$ cat config.mk
export PLATFORM = sky130hd
export DESIGN_NAME = bnd_move_unit
export DESIGN_NICKNAME = d
export VERILOG_FILES = /design/src/rtl/bnd_move_pkg.sv /design/src/rtl/bnd_decode.sv /design/src/rtl/bnd_regfile.sv /design/src/rtl/bnd_mem_fmt.sv /design/src/rtl/bnd_move_unit.sv
export SDC_FILE = /design/constraint.sdc
export NUM_CORES = 1
export LEC_CHECK = 0
export ABC_AREA = 1
export CORE_UTILIZATION = 30
export CTS_CLUSTER_SIZE = 8
export DETAILED_ROUTE_END_ITERATION = 7
export PLACE_DENSITY_LB_ADDON = 0.1
export SLEW_MARGIN = 0
export SYNTH_ARGS = -nofsm -noshare
export SYNTH_HDL_FRONTEND = slang
export SYNTH_SLANG_ARGS = --single-unit
$ cat constraint.sdc
create_clock -name clk -period 7.5 [get_ports clk]
set_clock_uncertainty 0.2 [all_clocks]
set_input_delay 1.125 -clock clk [delete_from_list [all_inputs] [get_ports clk]]
set_output_delay 1.125 -clock clk [all_outputs]
set_load 0.05 [all_outputs]
$ cat src/rtl/bnd_move_pkg.sv
package bnd_move_pkg;

  localparam logic [7:0] OPC_BND_LOAD  = 8'h1A;
  localparam logic [7:0] OPC_BND_STORE = 8'h1B;
  localparam logic [1:0] MOD_REGREG    = 2'b11;
  localparam logic [1:0] CPL_USER      = 2'd3;

  typedef enum logic [1:0] {
    ST_IDLE,
    ST_REQ,
    ST_RSP,
    ST_DONE
  } mv_state_e;

  typedef struct packed {
    logic       into_reg;   // 0x1A: destination is the reg-field register
    logic       mem_form;   // mod != 3
    logic       fault_ud;
    logic       fault_ac;
    logic [3:0] reg_ix;     // extended reg index
    logic [3:0] rm_ix;      // extended r/m index
  } dec_out_t;

endpackage

$ cat src/rtl/bnd_decode.sv
module bnd_decode
  import bnd_move_pkg::*;
#(
  parameter int NREG = 4
) (
  input  logic [7:0] opcode,
  input  logic       opsz_pfx,
  input  logic       lock_pfx,
  input  logic       addr_pfx,
  input  logic       mode64,
  input  logic       cs_d,
  input  logic [1:0] cpl,
  input  logic       ac_en,
  input  logic [1:0] modf,
  input  logic [2:0] regf,
  input  logic [2:0] rmf,
  input  logic       rex_r,
  input  logic       rex_b,
  input  logic [3:0] ea_lo,
  output dec_out_t   dec
);

  logic opc_known, is_load, is_mem;
  logic ud_opc, ud_lock, ud_index, ud_addr16, ud_any;
  logic misaligned;
  logic [3:0] reg_ix, rm_ix;

  always_comb begin
    is_load   = (opcode == OPC_BND_LOAD);
    opc_known = opsz_pfx && (is_load || opcode == OPC_BND_STORE);
    is_mem    = (modf != MOD_REGREG);

    // REX bits only extend the index in 64-bit mode
    reg_ix = {mode64 & rex_r, regf};
    rm_ix  = {mode64 & rex_b, rmf};

    ud_opc    = !opc_known;
    ud_lock   = lock_pfx && (is_load || !is_mem);
    ud_index  = (32'(reg_ix) >= NREG) || (!is_mem && (32'(rm_ix) >= NREG));
    ud_addr16 = !mode64 && (addr_pfx == cs_d);
    ud_any    = ud_opc || ud_lock || ud_index || ud_addr16;

    misaligned = mode64 ? (|ea_lo) : (|ea_lo[2:0]);

    dec.into_reg = is_load;
    dec.mem_form = is_mem;
    dec.fault_ud = ud_any;
    dec.fault_ac = !ud_any && is_mem && ac_en && (cpl == CPL_USER) && misaligned;
    dec.reg_ix   = reg_ix;
    dec.rm_ix    = rm_ix;
  end

endmodule

$ cat src/rtl/bnd_regfile.sv
module bnd_regfile #(
  parameter int NREG  = 4,
  parameter int BND_W = 64,
  localparam int PAIR_W = 2 * BND_W,
  localparam int IDX_W  = $clog2(NREG)
) (
  input  logic              clk,
  input  logic              rst_n,
  input  logic              wr_en,
  input  logic [IDX_W-1:0]  wr_idx,
  input  logic [PAIR_W-1:0] wr_pair,
  input  logic [IDX_W-1:0]  rd_idx,
  output logic [PAIR_W-1:0] rd_pair
);

  logic [PAIR_W-1:0] entry_q [NREG];

  for (genvar g = 0; g < NREG; g++) begin : g_entry
    always_ff @(posedge clk) begin
      if (!rst_n)
        entry_q[g] <= '0;
      else if (wr_en && (wr_idx == IDX_W'(g)))
        entry_q[g] <= wr_pair;
    end
  end

  assign rd_pair = entry_q[rd_idx];

endmodule

$ cat src/rtl/bnd_mem_fmt.sv
module bnd_mem_fmt #(
  parameter int BND_W = 64,
  localparam int PAIR_W = 2 * BND_W,
  localparam int HALF_W = BND_W / 2,
  localparam int NBYTES = PAIR_W / 8
) (
  input  logic              mode64,
  input  logic [PAIR_W-1:0] st_pair,   // {upper, lower}
  input  logic [PAIR_W-1:0] ld_data,
  output logic [PAIR_W-1:0] st_data,
  output logic [NBYTES-1:0] be,
  output logic [PAIR_W-1:0] ld_pair    // {upper, lower}
);

  logic [BND_W-1:0] st_lo, st_hi;

  always_comb begin
    st_lo = st_pair[BND_W-1:0];
    st_hi = st_pair[PAIR_W-1:BND_W];
    if (mode64) begin
      st_data = {st_hi, st_lo};
      be      = '1;
      ld_pair = ld_data;
    end else begin
      st_data = {{BND_W{1'b0}}, st_hi[HALF_W-1:0], st_lo[HALF_W-1:0]};
      be      = {{(NBYTES/2){1'b0}}, {(NBYTES/2){1'b1}}};
      ld_pair = {{HALF_W{1'b0}}, ld_data[BND_W-1:HALF_W],
                 {HALF_W{1'b0}}, ld_data[HALF_W-1:0]};
    end
  end

endmodule

$ cat src/rtl/bnd_move_unit.sv
module bnd_move_unit
  import bnd_move_pkg::*;
#(
  parameter int NREG   = 4,
  parameter int BND_W  = 64,
  parameter int ADDR_W = 32
) (
  input  logic                    clk,
  input  logic                    rst_n,
  input  logic                    in_valid,
  output logic                    in_ready,
  input  logic [7:0]              in_opcode,
  input  logic                    in_opsz_pfx,
  input  logic                    in_lock_pfx,
  input  logic                    in_addr_pfx,
  input  logic                    in_mode64,
  input  logic                    in_cs_d,
  input  logic [1:0]              in_cpl,
  input  logic                    in_ac_en,
  input  logic [1:0]              in_mod,
  input  logic [2:0]              in_reg,
  input  logic [2:0]              in_rm,
  input  logic                    in_rex_r,
  input  logic                    in_rex_b,
  input  logic [ADDR_W-1:0]       in_ea,
  output logic                    mreq_valid,
  input  logic                    mreq_ready,
  output logic                    mreq_we,
  output logic [ADDR_W-1:0]       mreq_addr,
  output logic [2*BND_W/8-1:0]    mreq_be,
  output logic [2*BND_W-1:0]      mreq_wdata,
  input  logic                    mrsp_valid,
  input  logic [2*BND_W-1:0]      mrsp_data,
  output logic                    done_valid,
  output logic                    done_ud,
  output logic                    done_ac
);

  localparam int PAIR_W = 2 * BND_W;
  localparam int NBYTES = PAIR_W / 8;
  localparam int IDX_W  = $clog2(NREG);

  mv_state_e         state_q;
  dec_out_t          dec;
  logic              accept, dec_clean;
  logic [IDX_W-1:0]  rd_idx, wr_idx, lat_idx_q;
  logic [PAIR_W-1:0] rd_pair, wr_pair, fmt_st_data, fmt_ld_pair;
  logic [NBYTES-1:0] fmt_be;
  logic              wr_en, fmt_mode, lat_m64_q;
  logic              lat_we_q, lat_ud_q, lat_ac_q;
  logic [ADDR_W-1:0] lat_addr_q;
  logic [NBYTES-1:0] lat_be_q;
  logic [PAIR_W-1:0] lat_wdata_q;

  bnd_decode #(.NREG(NREG)) u_decode (
    .opcode   (in_opcode),
    .opsz_pfx (in_opsz_pfx),
    .lock_pfx (in_lock_pfx),
    .addr_pfx (in_addr_pfx),
    .mode64   (in_mode64),
    .cs_d     (in_cs_d),
    .cpl      (in_cpl),
    .ac_en    (in_ac_en),
    .modf     (in_mod),
    .regf     (in_reg),
    .rmf      (in_rm),
    .rex_r    (in_rex_r),
    .rex_b    (in_rex_b),
    .ea_lo    (in_ea[3:0]),
    .dec      (dec)
  );

  assign in_ready  = (state_q == ST_IDLE);
  assign accept    = in_valid && in_ready;
  assign dec_clean = !dec.fault_ud && !dec.fault_ac;

  // Source of a copy: r/m for 0x1A, reg for 0x1B (also the store source)
  assign rd_idx = (dec.into_reg && !dec.mem_form) ? dec.rm_ix[IDX_W-1:0]
                                                  : dec.reg_ix[IDX_W-1:0];

  // Formatting follows the incoming mode at accept, latched mode afterwards
  assign fmt_mode = (state_q == ST_IDLE) ? in_mode64 : lat_m64_q;

  bnd_mem_fmt #(.BND_W(BND_W)) u_fmt (
    .mode64  (fmt_mode),
    .st_pair (rd_pair),
    .ld_data (mrsp_data),
    .st_data (fmt_st_data),
    .be      (fmt_be),
    .ld_pair (fmt_ld_pair)
  );

  always_comb begin
    wr_en   = 1'b0;
    wr_idx  = lat_idx_q;
    wr_pair = fmt_ld_pair;
    if (accept && dec_clean && !dec.mem_form) begin
      wr_en   = 1'b1;
      wr_idx  = dec.into_reg ? dec.reg_ix[IDX_W-1:0] : dec.rm_ix[IDX_W-1:0];
      wr_pair = rd_pair;
    end else if (state_q == ST_RSP && mrsp_valid) begin
      wr_en   = 1'b1;
    end
  end

  bnd_regfile #(.NREG(NREG), .BND_W(BND_W)) u_rf (
    .clk     (clk),
    .rst_n   (rst_n),
    .wr_en   (wr_en),
    .wr_idx  (wr_idx),
    .wr_pair (wr_pair),
    .rd_idx  (rd_idx),
    .rd_pair (rd_pair)
  );

  always_ff @(posedge clk) begin
    if (!rst_n) begin
      state_q     <= ST_IDLE;
      lat_m64_q   <= 1'b0;
      lat_we_q    <= 1'b0;
      lat_ud_q    <= 1'b0;
      lat_ac_q    <= 1'b0;
      lat_idx_q   <= '0;
      lat_addr_q  <= '0;
      lat_be_q    <= '0;
      lat_wdata_q <= '0;
    end else begin
      case (state_q)
        ST_IDLE: if (accept) begin
          lat_ud_q    <= dec.fault_ud;
          lat_ac_q    <= dec.fault_ac;
          lat_m64_q   <= in_mode64;
          lat_we_q    <= !dec.into_reg;
          lat_idx_q   <= dec.reg_ix[IDX_W-1:0];
          lat_addr_q  <= in_ea;
          lat_be_q    <= fmt_be;
          lat_wdata_q <= dec.into_reg ? '0 : fmt_st_data;
          state_q     <= (dec_clean && dec.mem_form) ? ST_REQ : ST_DONE;
        end
        ST_REQ: if (mreq_ready)
          state_q <= lat_we_q ? ST_DONE : ST_RSP;
        ST_RSP: if (mrsp_valid)
          state_q <= ST_DONE;
        default: begin
          lat_ud_q <= 1'b0;
          lat_ac_q <= 1'b0;
          state_q  <= ST_IDLE;
        end
      endcase
    end
  end

  assign mreq_valid = (state_q == ST_REQ);
  assign mreq_we    = lat_we_q;
  assign mreq_addr  = lat_addr_q;
  assign mreq_be    = lat_be_q;
  assign mreq_wdata = lat_wdata_q;
  assign done_valid = (state_q == ST_DONE);
  assign done_ud    = done_valid && lat_ud_q;
  assign done_ac    = done_valid && lat_ac_q;

endmodule

==> flow_metrics.env, run 1 <==
export IMPL_yosysTopAreaCell="edfxtp_1"
export IMPL_async_flop_share_pct=0
export IMPL_cp_required_ps=7670
export IMPL_grt_ovfl_total=0
export IMPL_crit_type="in -> reg"
export IMPL_hold_viol_final=0
export IMPL_antenna_found_initial=6
export IMPL_slew_headroom_pct=23.9
export IMPL_p_leak_uw=0.0149
export IMPL_cp_slowest_cell="buf_4"
export IMPL_finalMaxSlewViolations=0
export IMPL_postCtsSetupRepairBufs=0
export IMPL_tightest_slew_ps=1140
export IMPL_synth_common_cells="nand2_1, nor2_1, nand3_1"
export IMPL_drtPass1Iterations=5
export IMPL_crit_arrival_ps=4840
export IMPL_cts_reportedPaths_clkPinSlew_ps=50
export IMPL_fin_crit_ps=4670
export IMPL_worst_path_buf_inv=3
export IMPL_hp_class="reg -> reg"
export IMPL_core_um2=102000
export IMPL_max_stage_delay_ps=940
export IMPL_synth_edf_count=512
export IMPL_syn2layout_area_growth_pct=24.0
export IMPL_layout_nets=3936
export IMPL_synth_seq_cells=682
export IMPL_synth_ff_type="edfxtp_1"
export IMPL_drv_cap=0
export IMPL_status="complete, no violations"
export IMPL_fin_hold_ws_ps=263
export IMPL_dp_hpwl_um=60600
export IMPL_powerDensity_nw_per_um2=317
export IMPL_ir_drop_mv=0.157
export IMPL_num_io_pins=373
export IMPL_vias_per_cell=4.84
export IMPL_clock_sinks=682
export IMPL_first_iter_violations=1691
export IMPL_fp_dieH_um=324
export IMPL_port_buffers=372
export IMPL_grt_pass1_vias=24800
export IMPL_grt_pass1_wl_um=161000
export IMPL_cts_repair_resized=0
export IMPL_gp_congestion=0.745
export IMPL_cts_max_level=3
export IMPL_syn_inst=3485
export IMPL_period_share_pct=62.3
export IMPL_tritoncts="built"
export IMPL_synth_most_common_cell="nand2_1"
export IMPL_dpl_cell_area_um2=35600
export IMPL_syn_num_nets=3680
export IMPL_drive_gt1_share_pct=5.02
export IMPL_cts_hold_buf=0
export IMPL_die_w_um=324
export IMPL_syn_area_per_cell_um2=8.90
export IMPL_startpoint_type="primary input"
export IMPL_grt_total_usage_pct=20.6
export IMPL_wl_per_cell_um=21.1
export IMPL_cp_end_kind="flip-flop"
export IMPL_clock_fmax_mhz=214
export IMPL_start_util_pct=30.4
export IMPL_grt_max_degree=123
export IMPL_setup_viol=0
export IMPL_rsz0062_at_grt="false"
export IMPL_crit_top_cell="nand2_1"
export IMPL_insertion_delay_ps=660
export IMPL_num_vias=25100
export IMPL_synth_area_um2=31000
export IMPL_ant_nets=0
export IMPL_synth_top_area_share_pct=49.6
export IMPL_yosys_warnings=0
export IMPL_rows=117
export IMPL_cts_buffers=95
export IMPL_crit_family="buffers and inverters"
export IMPL_root_buffer="clkbuf_16"
export IMPL_fin_area_um2=38500
export IMPL_die_area_um2=105000
export IMPL_ys_seq_area_share_pct=60.5
export IMPL_finalSetupTns_ps=0
export IMPL_clk_path_buf_depth=3
export IMPL_wl_um=110000
export IMPL_synth_area_top_cells="edfxtp_1, nand2_1, dfxtp_1"
export IMPL_crit_path_cell_trace="clkdlybuf4s50_1, nand2_1, nor2_2, nand3_1, o21ai_4, buf_4, buf_4, nand3_1, nand2_1, nand2_1, nand2_1, nor2_1"
export IMPL_ys_types=27
export IMPL_worstPathMaxFanout=67
export IMPL_drcViolationCount=0
==> final timing paths <==
check                                    start             endpoint  slack (ps)  cells past startpoint
worst min register to register  mreq_wdata[76]       mreq_wdata[76]         260                      2
worst max register to register      state_q[0]  u_rf.entry_q[0][98]        3240                     11
worst min-delay path            mreq_wdata[76]       mreq_wdata[76]         260                      2
worst max-delay path              in_opcode[3]  u_rf.entry_q[3][91]        2830                     12
==> cell usage in the layout (no fill, tap or decap), types with 3 or more instances in the layout <==
cell and n:
nand2_1 1008, nor2_1 586, nand3_1 581, edfxtp_1 512
clkdlybuf4s50_1 371, dfxtp_1 170, inv_1 111, a21oi_1 105
clkbuf_16 100, clkbuf_1 74, o21ai_0 36, nand4_1 36
o21a_1 32, buf_4 32, inv_2 13, buf_12 12
nand2_4 8, diode_2 4, nor2_4 4, inv_4 4
ha_1 4, nor2_2 3, nand2_2 3
==> stage by stage <==
stage	utilization, %	setup WS, ps	total power, µW	cells
2_1_floorplan	-	1940	6840	3485
3_3_place_gp	34.9	2110	8170	5012
3_5_place_dp	34.9	2070	8170	5012
4_1_cts	37.6	2770	12400	5190
5_1_grt	37.6	2500	12800	5192
6_report	37.6	2830	12200	5194
==> flip-flops by register name (all words and copies together) (netlist names), 2 cells and up <==
signal        count
state_q           2
lat_idx_q         2
mreq_wdata      128
mreq_be           2
u_rf.entry_q    512
mreq_addr        32
==> cell families (layout without fill, tap and decap cells) <==
kind of cell,count (synthesis),count (layout),synth area share [%]
fa+ha+maj,4,4,0.161
simple gates,2238,2238,30.0
buf+inv,384,721,6.20
compound gates,177,177,3.13
flops,682,682,60.5
other cells,0,4,0
==> routing by layer <==
metal	wire length [µm]	vias up	track usage, %
met2	51400	682	34.4
met4	2940	6	6.32
met1	49300	12200	27.4
li1	-	12100	-
met3	5950	159	3.37
met5	37	-	0
==> power breakdown <==
part	total, µW	leakage (µW)	switching, µW	internal, µW
Clock	4160	0.00134	1680	2480
Combinational	3420	0.00683	2490	925
Sequential	4620	0.00669	166	4460
==> area by class of cell <==
| cell class | count | area (µm²) |
|---|---|---|
| antenna | 4 | 10.0 |
| clock buffer | 175 | 2790 |
| clock inverter | 3 | 30.0 |
| fill | 10600 | 63700 |
| inverter | 128 | 490 |
| multi-input combinational | 2419 | 10400 |
| sequential | 682 | 18800 |
| tap | 1368 | 1710 |
| timing repair buffer | 415 | 4190 |
==> worst reg2reg max path: stages, from the launching register on <==
cell	delay [ps]
dfxtp_1	340
inv_1	80
ha_1	330
nand2_4	70
nor2_1	340
nand4_4	540
nand2_1	280
nand2_2	130
nor2_4	180
nand2_1	120
nand2_4	730
buf_4	550
Note: power is estimated with default switching activity, not from simulation.
==> inputs of run 2 (changes only) <==
==> constraint.sdc (replaced) <==
create_clock -name clk -period 4.8 [get_ports clk]
set_clock_uncertainty 0.2 [all_clocks]
set_input_delay 0.72 -clock clk [delete_from_list [all_inputs] [get_ports clk]]
set_output_delay 0.72 -clock clk [all_outputs]
set_load 0.05 [all_outputs]
==> flow_metrics.env, run 2 (synthesis gave the netlist of run 1 again) <==
export IMPL_crit_type="reg -> reg"
export IMPL_hp_class="reg -> reg"
export IMPL_p_switching_uw=6770
export IMPL_powerDensity_nw_per_um2=488
export IMPL_finalMaxSlewViolations=0
export IMPL_die_area_um2=105000
export IMPL_crit_family="simple AND/OR/NAND/NOR gates"
export IMPL_cp_slowest_cell="nor2_1"
export IMPL_drtPass1Iterations=6
export IMPL_tritoncts="built"
export IMPL_ir_drop_mv=0.320
export IMPL_period_share_pct=68.1
export IMPL_largest_register_ffs=512
export IMPL_grt_ovfl_total=0
export IMPL_startpoint_type="flip-flop"
export IMPL_final_common_cell="nand2_1"
export IMPL_port_buffers=372
export IMPL_worstPathMaxFanout=27
export IMPL_antenna_found_initial=4
export IMPL_fp_dieH_um=324
export IMPL_grt_max_degree=129
export IMPL_syn2layout_area_growth_pct=26.0
export IMPL_cts_max_level=3
export IMPL_rsz0062_at_grt="false"
export IMPL_die_w_um=324
export IMPL_switching_share_pct=35.5
export IMPL_hold_viol_final=0
export IMPL_num_io_pins=373
export IMPL_ant_nets=0
export IMPL_p_leak_uw=0.0152
export IMPL_vias_per_cell=4.84
export IMPL_slew_headroom_pct=31.7
export IMPL_combPwrFrac_pct=28.5
export IMPL_cts_reportedPaths_clkPinSlew_ps=50
export IMPL_rows=117
export IMPL_tightest_slew_ps=1030
export IMPL_wl_per_cell_um=21.2
export IMPL_grt_pass1_wl_um=163000
export IMPL_num_vias=25300
export IMPL_cts_hold_buf=0
export IMPL_start_util_pct=30.4
export IMPL_drcViolationCount=0
export IMPL_clock_fmax_mhz=306
export IMPL_drive_gt1_share_pct=5.86
export IMPL_r2r_start="state_q[0]"
export IMPL_cts_repair_resized=0
export IMPL_cp_end_kind="flip-flop"
export IMPL_first_iter_violations=1701
export IMPL_crit_path_cell_trace="inv_1, ha_1, nand2_4, nor2_1, nand4_4, nand2_1, nand2_2, nor2_4, nand2_1, nand2_8, buf_4"
export IMPL_most_common_layout_cells="nand2_1, nor2_1, nand3_1"
export IMPL_min_delay_start="mreq_wdata[78]"
export IMPL_finalSetupTns_ps=0
export IMPL_dp_hpwl_um=65000
export IMPL_seq_power_share_pct=37.8
export IMPL_core_um2=102000
export IMPL_root_buffer="clkbuf_16"
export IMPL_fin_hold_ws_ps=260
export IMPL_cp_required_ps=4940
export IMPL_gp_congestion=0.755
export IMPL_grt_total_usage_pct=20.9
export IMPL_top_register="u_rf.entry_q"
export IMPL_drv_cap=0
export IMPL_clock_sinks=682
export IMPL_crit_arrival_ps=3410
export IMPL_fin_crit_ps=3270
export IMPL_max_stage_delay_ps=410
export IMPL_layout_nets=3973
export IMPL_clockPowerShare_pct=33.7
export IMPL_clk_path_buf_depth=3
export IMPL_worst_path_buf_inv=2
export IMPL_insertion_delay_ps=660
export IMPL_wl_um=111000
export IMPL_postCtsSetupRepairBufs=0
export IMPL_crit_top_cell="nand2_1"
export IMPL_startpoint="state_q[0]"
export IMPL_cts_buffers=95
export IMPL_grt_pass1_vias=25100
export IMPL_setup_viol=0
export IMPL_status="complete, no violations"
export IMPL_internal_power_uw=12300
run 2: changes by cell type in the layout (fill, tap and decap cells not counted), sizes merged:
cell / before / now
diode: 4 / 1
inv: 129 / 128
buf: 44 / 81
run 2: stage by stage:
step / utilization, % / power (µW) / area, µm² / instances / setup slack (ps)
6_report: 38.3 / 19100 / 39100 / 5227 / 1530
5_1_grt: 38.3 / 20000 / 39100 / 5226 / 1320
4_1_cts: 38.3 / 19300 / 39100 / 5226 / 1460
3_5_place_dp: 35.5 / 12900 / 36300 / 5049 / 838
3_3_place_gp: 35.5 / 12900 / 36300 / 5049 / 832
2_1_floorplan: - / 10700 / 31000 / 3485 / 626
run 2: path summary, 6_finish.rpt:
check                           cells past startpoint  slack (ps)                   to
worst max-delay path                               11        1530  u_rf.entry_q[0][84]
worst min-delay path                                2         260       mreq_wdata[78]
worst max register to register                     11        1530  u_rf.entry_q[0][84]
worst min register to register                      2         260       mreq_wdata[78]
run 2: layout make-up:
class	count	area, µm²
inverters	128	490
diodes	1	2.50
repair buffers	452	4830
well taps	1368	1710
clock inverters	2	32.5
fillers	10600	63100
flip-flops and latches	682	18800
clock buffers	175	2760
multi-input cells	2419	10500
run 2: per-layer routing:
layer,routed length (µm),global-route usage [%]
met5,35,0
met4,2520,5.78
met3,6270,3.99
met2,52600,34.8
met1,49400,27.6
run 2: worst min-delay path, delay by kind of cell, from the launching register on:
family,cells,cell delay [ps]
AO/OA/AOI/OAI,1,50
flip-flops,1,300
AND/OR/NAND/NOR,1,60
run 2: power groups by stage:
stage	Clock, µW	Sequential [µW]	Combinational, µW
after global routing	6810	7290	5890
after floorplan	0	8160	2510
final	6430	7220	5430
after detailed placement	0	7350	5510
after global placement	0	7340	5520
after CTS	6600	7230	5520
